<file path="src/rtl/sdadc_frame_pkg.sv">
package sdadc_frame_pkg;
  localparam int FRAME_W  = 32;
  localparam int RES_W    = 24;
  localparam int SUB_W    = 5;
  localparam int CORE_W   = RES_W + 1;
  localparam int EOC_POS  = FRAME_W - 1;
  localparam int CHAN_POS = FRAME_W - 2;
  localparam int SIGN_POS = FRAME_W - 3;
  localparam int RES_MSB  = SIGN_POS - 1;
  localparam int RES_LSB  = RES_MSB - RES_W + 1;

  typedef enum logic [1:0] {
    ST_IDLE  = 2'd0,
    ST_SHIFT = 2'd1,
    ST_DONE  = 2'd2
  } rxState_e;

  typedef struct packed {
    logic clear;
    logic shift;
    logic load;
  } dpCtl_t;
endpackage

</file>
<file path="src/rtl/sdadc_frame_ctrl.sv">
module sdadc_frame_ctrl
  import sdadc_frame_pkg::*;
#(
  parameter int HALF_DIV = 4
) (
  input  logic   clk,
  input  logic   rst,
  input  logic   startReq,
  output logic   sclk,
  output logic   csN,
  output logic   busy,
  output dpCtl_t dpCtl
);
  localparam int DIV_W = $clog2(HALF_DIV + 1);
  localparam int BIT_W = $clog2(FRAME_W + 1);
  localparam logic [DIV_W-1:0] DIV_LAST = DIV_W'(HALF_DIV - 1);
  localparam logic [BIT_W-1:0] BIT_LAST = BIT_W'(FRAME_W);

  rxState_e          state;
  logic [DIV_W-1:0]  divCnt;
  logic [BIT_W-1:0]  bitCnt;
  logic              phaseEnd;

  assign phaseEnd = (state == ST_SHIFT) && (divCnt == DIV_LAST);

  always_ff @(posedge clk) begin
    if (rst) begin
      state  <= ST_IDLE;
      divCnt <= '0;
      bitCnt <= '0;
      sclk   <= 1'b0;
      csN    <= 1'b1;
      busy   <= 1'b0;
    end else begin
      case (state)
        ST_IDLE: begin
          if (startReq) begin
            state  <= ST_SHIFT;
            csN    <= 1'b0;
            busy   <= 1'b1;
            divCnt <= '0;
            bitCnt <= '0;
            sclk   <= 1'b0;
          end
        end
        ST_SHIFT: begin
          if (phaseEnd) begin
            divCnt <= '0;
            sclk   <= ~sclk;
            if (!sclk) begin
              bitCnt <= bitCnt + 1'b1;
            end else if (bitCnt == BIT_LAST) begin
              state <= ST_DONE;
            end
          end else begin
            divCnt <= divCnt + 1'b1;
          end
        end
        ST_DONE: begin
          state <= ST_IDLE;
          csN   <= 1'b1;
          busy  <= 1'b0;
        end
        default: state <= ST_IDLE;
      endcase
    end
  end

  always_comb begin
    dpCtl.clear = (state == ST_IDLE) && startReq;
    dpCtl.shift = phaseEnd && !sclk;
    dpCtl.load  = (state == ST_DONE);
  end
endmodule

</file>
<file path="src/rtl/sdadc_frame_dp.sv">
module sdadc_frame_dp
  import sdadc_frame_pkg::*;
#(
  parameter int SAMPLE_W = 32
) (
  input  logic                clk,
  input  logic                rst,
  input  logic                sdi,
  input  dpCtl_t              dpCtl,
  output logic                sampleValid,
  output logic [SAMPLE_W-1:0] sample,
  output logic [RES_W-1:0]    resultRaw,
  output logic [SUB_W-1:0]    subLsb,
  output logic                chanSel,
  output logic                signBit,
  output logic                overRange,
  output logic                underRange,
  output logic                notReady
);
  localparam logic [CORE_W-1:0] POS_FS = CORE_W'(1) << (RES_W - 1);
  localparam logic [CORE_W-1:0] NEG_FS = ~POS_FS + 1'b1;

  logic [FRAME_W-1:0] shiftReg;
  logic [CORE_W-1:0]  coreReg;
  logic [CORE_W-1:0]  coreNext;
  logic               frmSign;
  logic               frmMsb;
  logic               frmOver;
  logic               frmUnder;

  assign frmSign  = shiftReg[SIGN_POS];
  assign frmMsb   = shiftReg[RES_MSB];
  assign frmOver  = frmSign && frmMsb;
  assign frmUnder = !frmSign && !frmMsb;

  always_comb begin
    if (frmOver)       coreNext = POS_FS;
    else if (frmUnder) coreNext = NEG_FS;
    else               coreNext = {~frmSign, shiftReg[RES_MSB:RES_LSB]};
  end

  always_ff @(posedge clk) begin
    if (rst) begin
      shiftReg    <= '0;
      coreReg     <= '0;
      resultRaw   <= '0;
      subLsb      <= '0;
      chanSel     <= 1'b0;
      signBit     <= 1'b0;
      overRange   <= 1'b0;
      underRange  <= 1'b0;
      notReady    <= 1'b0;
      sampleValid <= 1'b0;
    end else begin
      sampleValid <= 1'b0;
      if (dpCtl.clear) begin
        shiftReg <= '0;
        notReady <= 1'b0;
      end else if (dpCtl.shift) begin
        shiftReg <= {shiftReg[FRAME_W-2:0], sdi};
      end else if (dpCtl.load) begin
        if (shiftReg[EOC_POS]) begin
          notReady <= 1'b1;
        end else begin
          coreReg     <= coreNext;
          resultRaw   <= shiftReg[RES_MSB:RES_LSB];
          subLsb      <= shiftReg[SUB_W-1:0];
          chanSel     <= shiftReg[CHAN_POS];
          signBit     <= frmSign;
          overRange   <= frmOver;
          underRange  <= frmUnder;
          sampleValid <= 1'b1;
        end
      end
    end
  end

  generate
    if (SAMPLE_W > CORE_W) begin : g_ext
      assign sample = {{(SAMPLE_W - CORE_W){coreReg[CORE_W-1]}}, coreReg};
    end else begin : g_noext
      assign sample = coreReg[SAMPLE_W-1:0];
    end
  endgenerate
endmodule

</file>
<file path="src/rtl/sdadc_frame_rx.sv">
module sdadc_frame_rx
  import sdadc_frame_pkg::*;
#(
  parameter int HALF_DIV = 4,
  parameter int SAMPLE_W = 32
) (
  input  logic                clk,
  input  logic                rst,
  input  logic                startReq,
  input  logic                sdi,
  output logic                sclk,
  output logic                csN,
  output logic                busy,
  output logic                sampleValid,
  output logic [SAMPLE_W-1:0] sample,
  output logic [23:0]         resultRaw,
  output logic [4:0]          subLsb,
  output logic                chanSel,
  output logic                signBit,
  output logic                overRange,
  output logic                underRange,
  output logic                notReady
);
  dpCtl_t dpCtl;

  sdadc_frame_ctrl #(.HALF_DIV(HALF_DIV)) u_ctrl (
    .clk      (clk),
    .rst      (rst),
    .startReq (startReq),
    .sclk     (sclk),
    .csN      (csN),
    .busy     (busy),
    .dpCtl    (dpCtl)
  );

  sdadc_frame_dp #(.SAMPLE_W(SAMPLE_W)) u_dp (
    .clk         (clk),
    .rst         (rst),
    .sdi         (sdi),
    .dpCtl       (dpCtl),
    .sampleValid (sampleValid),
    .sample      (sample),
    .resultRaw   (resultRaw),
    .subLsb      (subLsb),
    .chanSel     (chanSel),
    .signBit     (signBit),
    .overRange   (overRange),
    .underRange  (underRange),
    .notReady    (notReady)
  );
endmodule

</file>
<file path="config.mk">
export PLATFORM = sky130hd
export DESIGN_NAME = sdadc_frame_rx
export DESIGN_NICKNAME = d
export VERILOG_FILES = /design/src/rtl/sdadc_frame_pkg.sv /design/src/rtl/sdadc_frame_ctrl.sv /design/src/rtl/sdadc_frame_dp.sv /design/src/rtl/sdadc_frame_rx.sv
export SDC_FILE = /design/constraint.sdc
export NUM_CORES = 1
export LEC_CHECK = 0
export BUFFER_PORTS_ARGS = -buffer_cell sky130_fd_sc_hd__buf_2
export CAP_MARGIN = 20
export CORE_MARGIN = 1
export CORE_UTILIZATION = 46
export CTS_CLUSTER_DIAMETER = 50
export CTS_CLUSTER_SIZE = 14
export DETAILED_ROUTE_END_ITERATION = 8
export GPL_TIMING_DRIVEN = 0
export PLACE_DENSITY = 0.65
export SETUP_SLACK_MARGIN = 0.1
export SLEW_MARGIN = 5
export SYNTH_ARGS = -nofsm -noshare
export SYNTH_HDL_FRONTEND = slang
export SYNTH_SLANG_ARGS = --single-unit
</file>
<file path="constraint.sdc">
create_clock -name clk -period 2 [get_ports clk]
set_clock_uncertainty 0.15 [all_clocks]
set_input_delay 0 -clock clk [delete_from_list [all_inputs] [get_ports clk]]
set_output_delay 0 -clock clk [all_outputs]
set_load 0.02 [all_outputs]
</file>
==> metrics.txt <==
Worst path depth 6; WP data arrival 1.95 ns; # setup viols final 0; Die Height 96.6 um; Hold Path End u_ctrl.state[0]$_SDFFE_PP0P_; vias per cell 5.46; Routed Antenna Nets 0; diode count 0; crit end category flop; FFs w/ async S/R, synth 0%; status finished, final reports clean; count leader, synth dfxtp_1; DRT Pass-1 Iters 5; largest net degree at the start of global routing 18; max_cap viols 0; clk_lat worst skew 0.37 ns; HPWL Detailed 7290 um; Lkg Pwr 1.88 nW; CTS tree yes; TritonCTS buffer count 9; layout cells sized above 1 22.0%; initial core utilization 47.4%; post-CTS setup buffers 0; ys flop type dfxtp_1; register area share after synthesis 51.5%; measured slew at the worst slew-check pin 0.590 ns; Most Used Layer, Global Route met2; core area 8680 sq um; initial antenna violation count 0; filler instances 833; reg2reg start u_ctrl.state[1]$_SDFFE_PP0P_; synthesized area 4120 sq um; via count 3789; crit-path max FO 10; max incr delay on CP 0.36 ns; Clock Sinks 106; worst hold path cell count 3; number of synthesized flops with an enable pin 0; final hold violations 0; Power Dens Cells 761 nW/um^2; cell family with most CP delay buffers and inverters; worst setup slack after placement 0.142 ns; worst setup margin 0.196 ns; Die Wd 96.6 um; RSZ-0062 raised after global routing true; ranking of synthesized cells by area dfxtp_1, a21oi_1, nand2_1; reg2reg end u_dp.subLsb[0]$_SDFFE_PP0P_; final net count 588; final period demand of the worst path 1.80 ns; top cells by instance count after synthesis dfxtp_1, a21oi_1, nand2_1; Clock Tree Root clkbuf_8; CTS clk-pin slew, worst paths 0.10 ns; grt ovf 0; Rows 34; global-route wire length before repair 17400 um; hold crit path type in2reg; Yosys top cell area share 51.5%; FF+latch count, synth 106; drt first-iter violations 203; synthesis-to-layout area growth 18.7%; Post-Route WL 10600 um; Synth area leader dfxtp_1; Residual DRC 0; H-tree depth 3; cells along the critical path buf_2 -> nor3b_2 -> buf_4 -> buf_4 -> nand2_1 -> a21oi_1; kind of critical path reg2reg; GRT Total Usage 23.1%; Slowest-stage cell, CP dfxtp_1; grt met1 use 31.2%; PortBufs 73; Clock Path Buffers 2; Post-Synthesis Cells 494; GPL Wtd Cong 0.777; Unique masters post-synth 38; routed len/inst 15.2 um; grt met2 use 37.4%; Avg Cell Area, Syn 8.34 sq um; vias in the first global route 3433; Reg2Reg Depth 6; Hold Crit Start rst; reg-to-reg setup timing slack 0.20 ns; Crit path buffers/inverters 3; max-slew violations 0; Max-Slew Margin vs Limit 60.7%; Die ar. 9330 sq um; fin crit share 90.2%; setup TNS 0 ns; cell repeated most along the worst path buf_4; met3 GRT Util 4.62%; # IOs 74; Fmax 0.554 GHz; Worst VDD drop 0.425 mV; critical path startpoint category flop; Ys Warns 0; Syn Nets 501; data required time at the worst endpoint 2.15 ns
==> area by class of cell <==
type | instances | area (sq um) | area share [%]
flip-flops and latches | 106 | 2120 | 43.4
multi-input cells | 331 | 1700 | 34.7
repair buffers | 76 | 395 | 8.09
plain buffers | 51 | 287 | 5.86
clock buffers | 10 | 138 | 2.82
well taps | 108 | 135 | 2.76
clock inverters | 6 | 88.8 | 1.82
inverters | 6 | 26.3 | 0.537
==> stage by stage <==
step                      area (sq um)  util [%]  total power [mW]  cells  hold WS [ns]
after global routing              4890      56.3              3.85    694         0.276
after CTS                         4870      56.2              3.75    694         0.246
after global placement            4620      53.2              2.28    675         0.109
final                             4890      56.3              3.72    694         0.260
after floorplan                   4120         -              2.24    494       -0.0603
after detailed placement          4620      53.2              2.28    675         0.114
==> registers in the layout, indices dropped and copies added, names as in the netlist <==
name and count:
u_dp.overRange 1, u_dp.underRange 1, u_dp.shiftReg 32, u_ctrl.busy 1, u_dp.resultRaw 24, u_ctrl.sclk 1, u_dp.signBit 1, u_ctrl.state 2
u_ctrl.bitCnt 6, u_dp.sampleValid 1, u_ctrl.divCnt 3, u_dp.coreReg 25, u_dp.notReady 1, u_dp.subLsb 5, u_dp.chanSel 1, u_ctrl.csN 1
==> timing repair <==
action	4_1_cts	5_1_grt
hold buffers	3	0
hold endpoints to repair	10	0
setup endpoints to repair	0	30
resized for setup	0	10
==> power by group <==
group / switching [mW] / leakage, nW / internal (mW)
sequential: 0.00441 / 0.854 / 2.12
clock: 0.741 / 0.114 / 0.744
combinational: 0.0803 / 0.909 / 0.0359
==> worst reg2reg max path: cells and delay by family, from the launching register on <==
kind | cells | cell delay (ns)
buffers and inverters | 3 | 0.68
DFF | 1 | 0.36
AOI/OAI and AO/OA | 1 | 0.12
and+or+nand+nor | 2 | 0.44
==> placed cells by master (no fill, tap or decap), types with 10 or more instances in the layout <==
cell type	netlist	routed
a21oi_1	98	98
buf_2	15	88
buf_4	13	13
clkbuf_1	20	16
clkbuf_8	0	10
dfxtp_1	106	106
nand2_1	89	89
nand3_1	65	65
o21ai_0	33	33
==> kinds of logic after synthesis <==
logic type	synth area share, %
flip-flops	51.5
AO/OA/AOI/OAI	17.5
buffers and inverters	7.38
adder cells (fa/ha/maj)	0.912
XOR/XNOR	0.213
AND/OR/NAND/NOR	21.7
multiplexers	0.729
==> layer usage <==
layer,part of all wire [%],vias to the layer above
met4,0.95,0
met1,47,1800
met2,48,103
li1,-,1871
met5,0,-
met3,4.3,15
==> worst max path at each step <==
stage / from / to / slack [ns]
finish: u_ctrl.state[1]$_SDFFE_PP0P_ / u_dp.subLsb[0]$_SDFFE_PP0P_ / 0.20
global route: u_ctrl.state[1]$_SDFFE_PP0P_ / u_dp.subLsb[0]$_SDFFE_PP0P_ / 0.09
CTS: u_ctrl.divCnt[0]$_SDFFE_PP0P_ / u_ctrl.bitCnt[5]$_SDFFE_PP0P_ / 0.12
detailed placement: u_ctrl.divCnt[0]$_SDFFE_PP0P_ / u_ctrl.bitCnt[5]$_SDFFE_PP0P_ / 0.14
global placement: u_ctrl.sclk$_SDFFE_PP0P_ / u_dp.shiftReg[22]$_SDFFE_PP0P_ / 0.19
floorplan: u_ctrl.divCnt[0]$_SDFFE_PP0P_ / u_ctrl.bitCnt[3]$_SDFFE_PP0P_ / 0.42
Power figures use the tool's default switching activity.
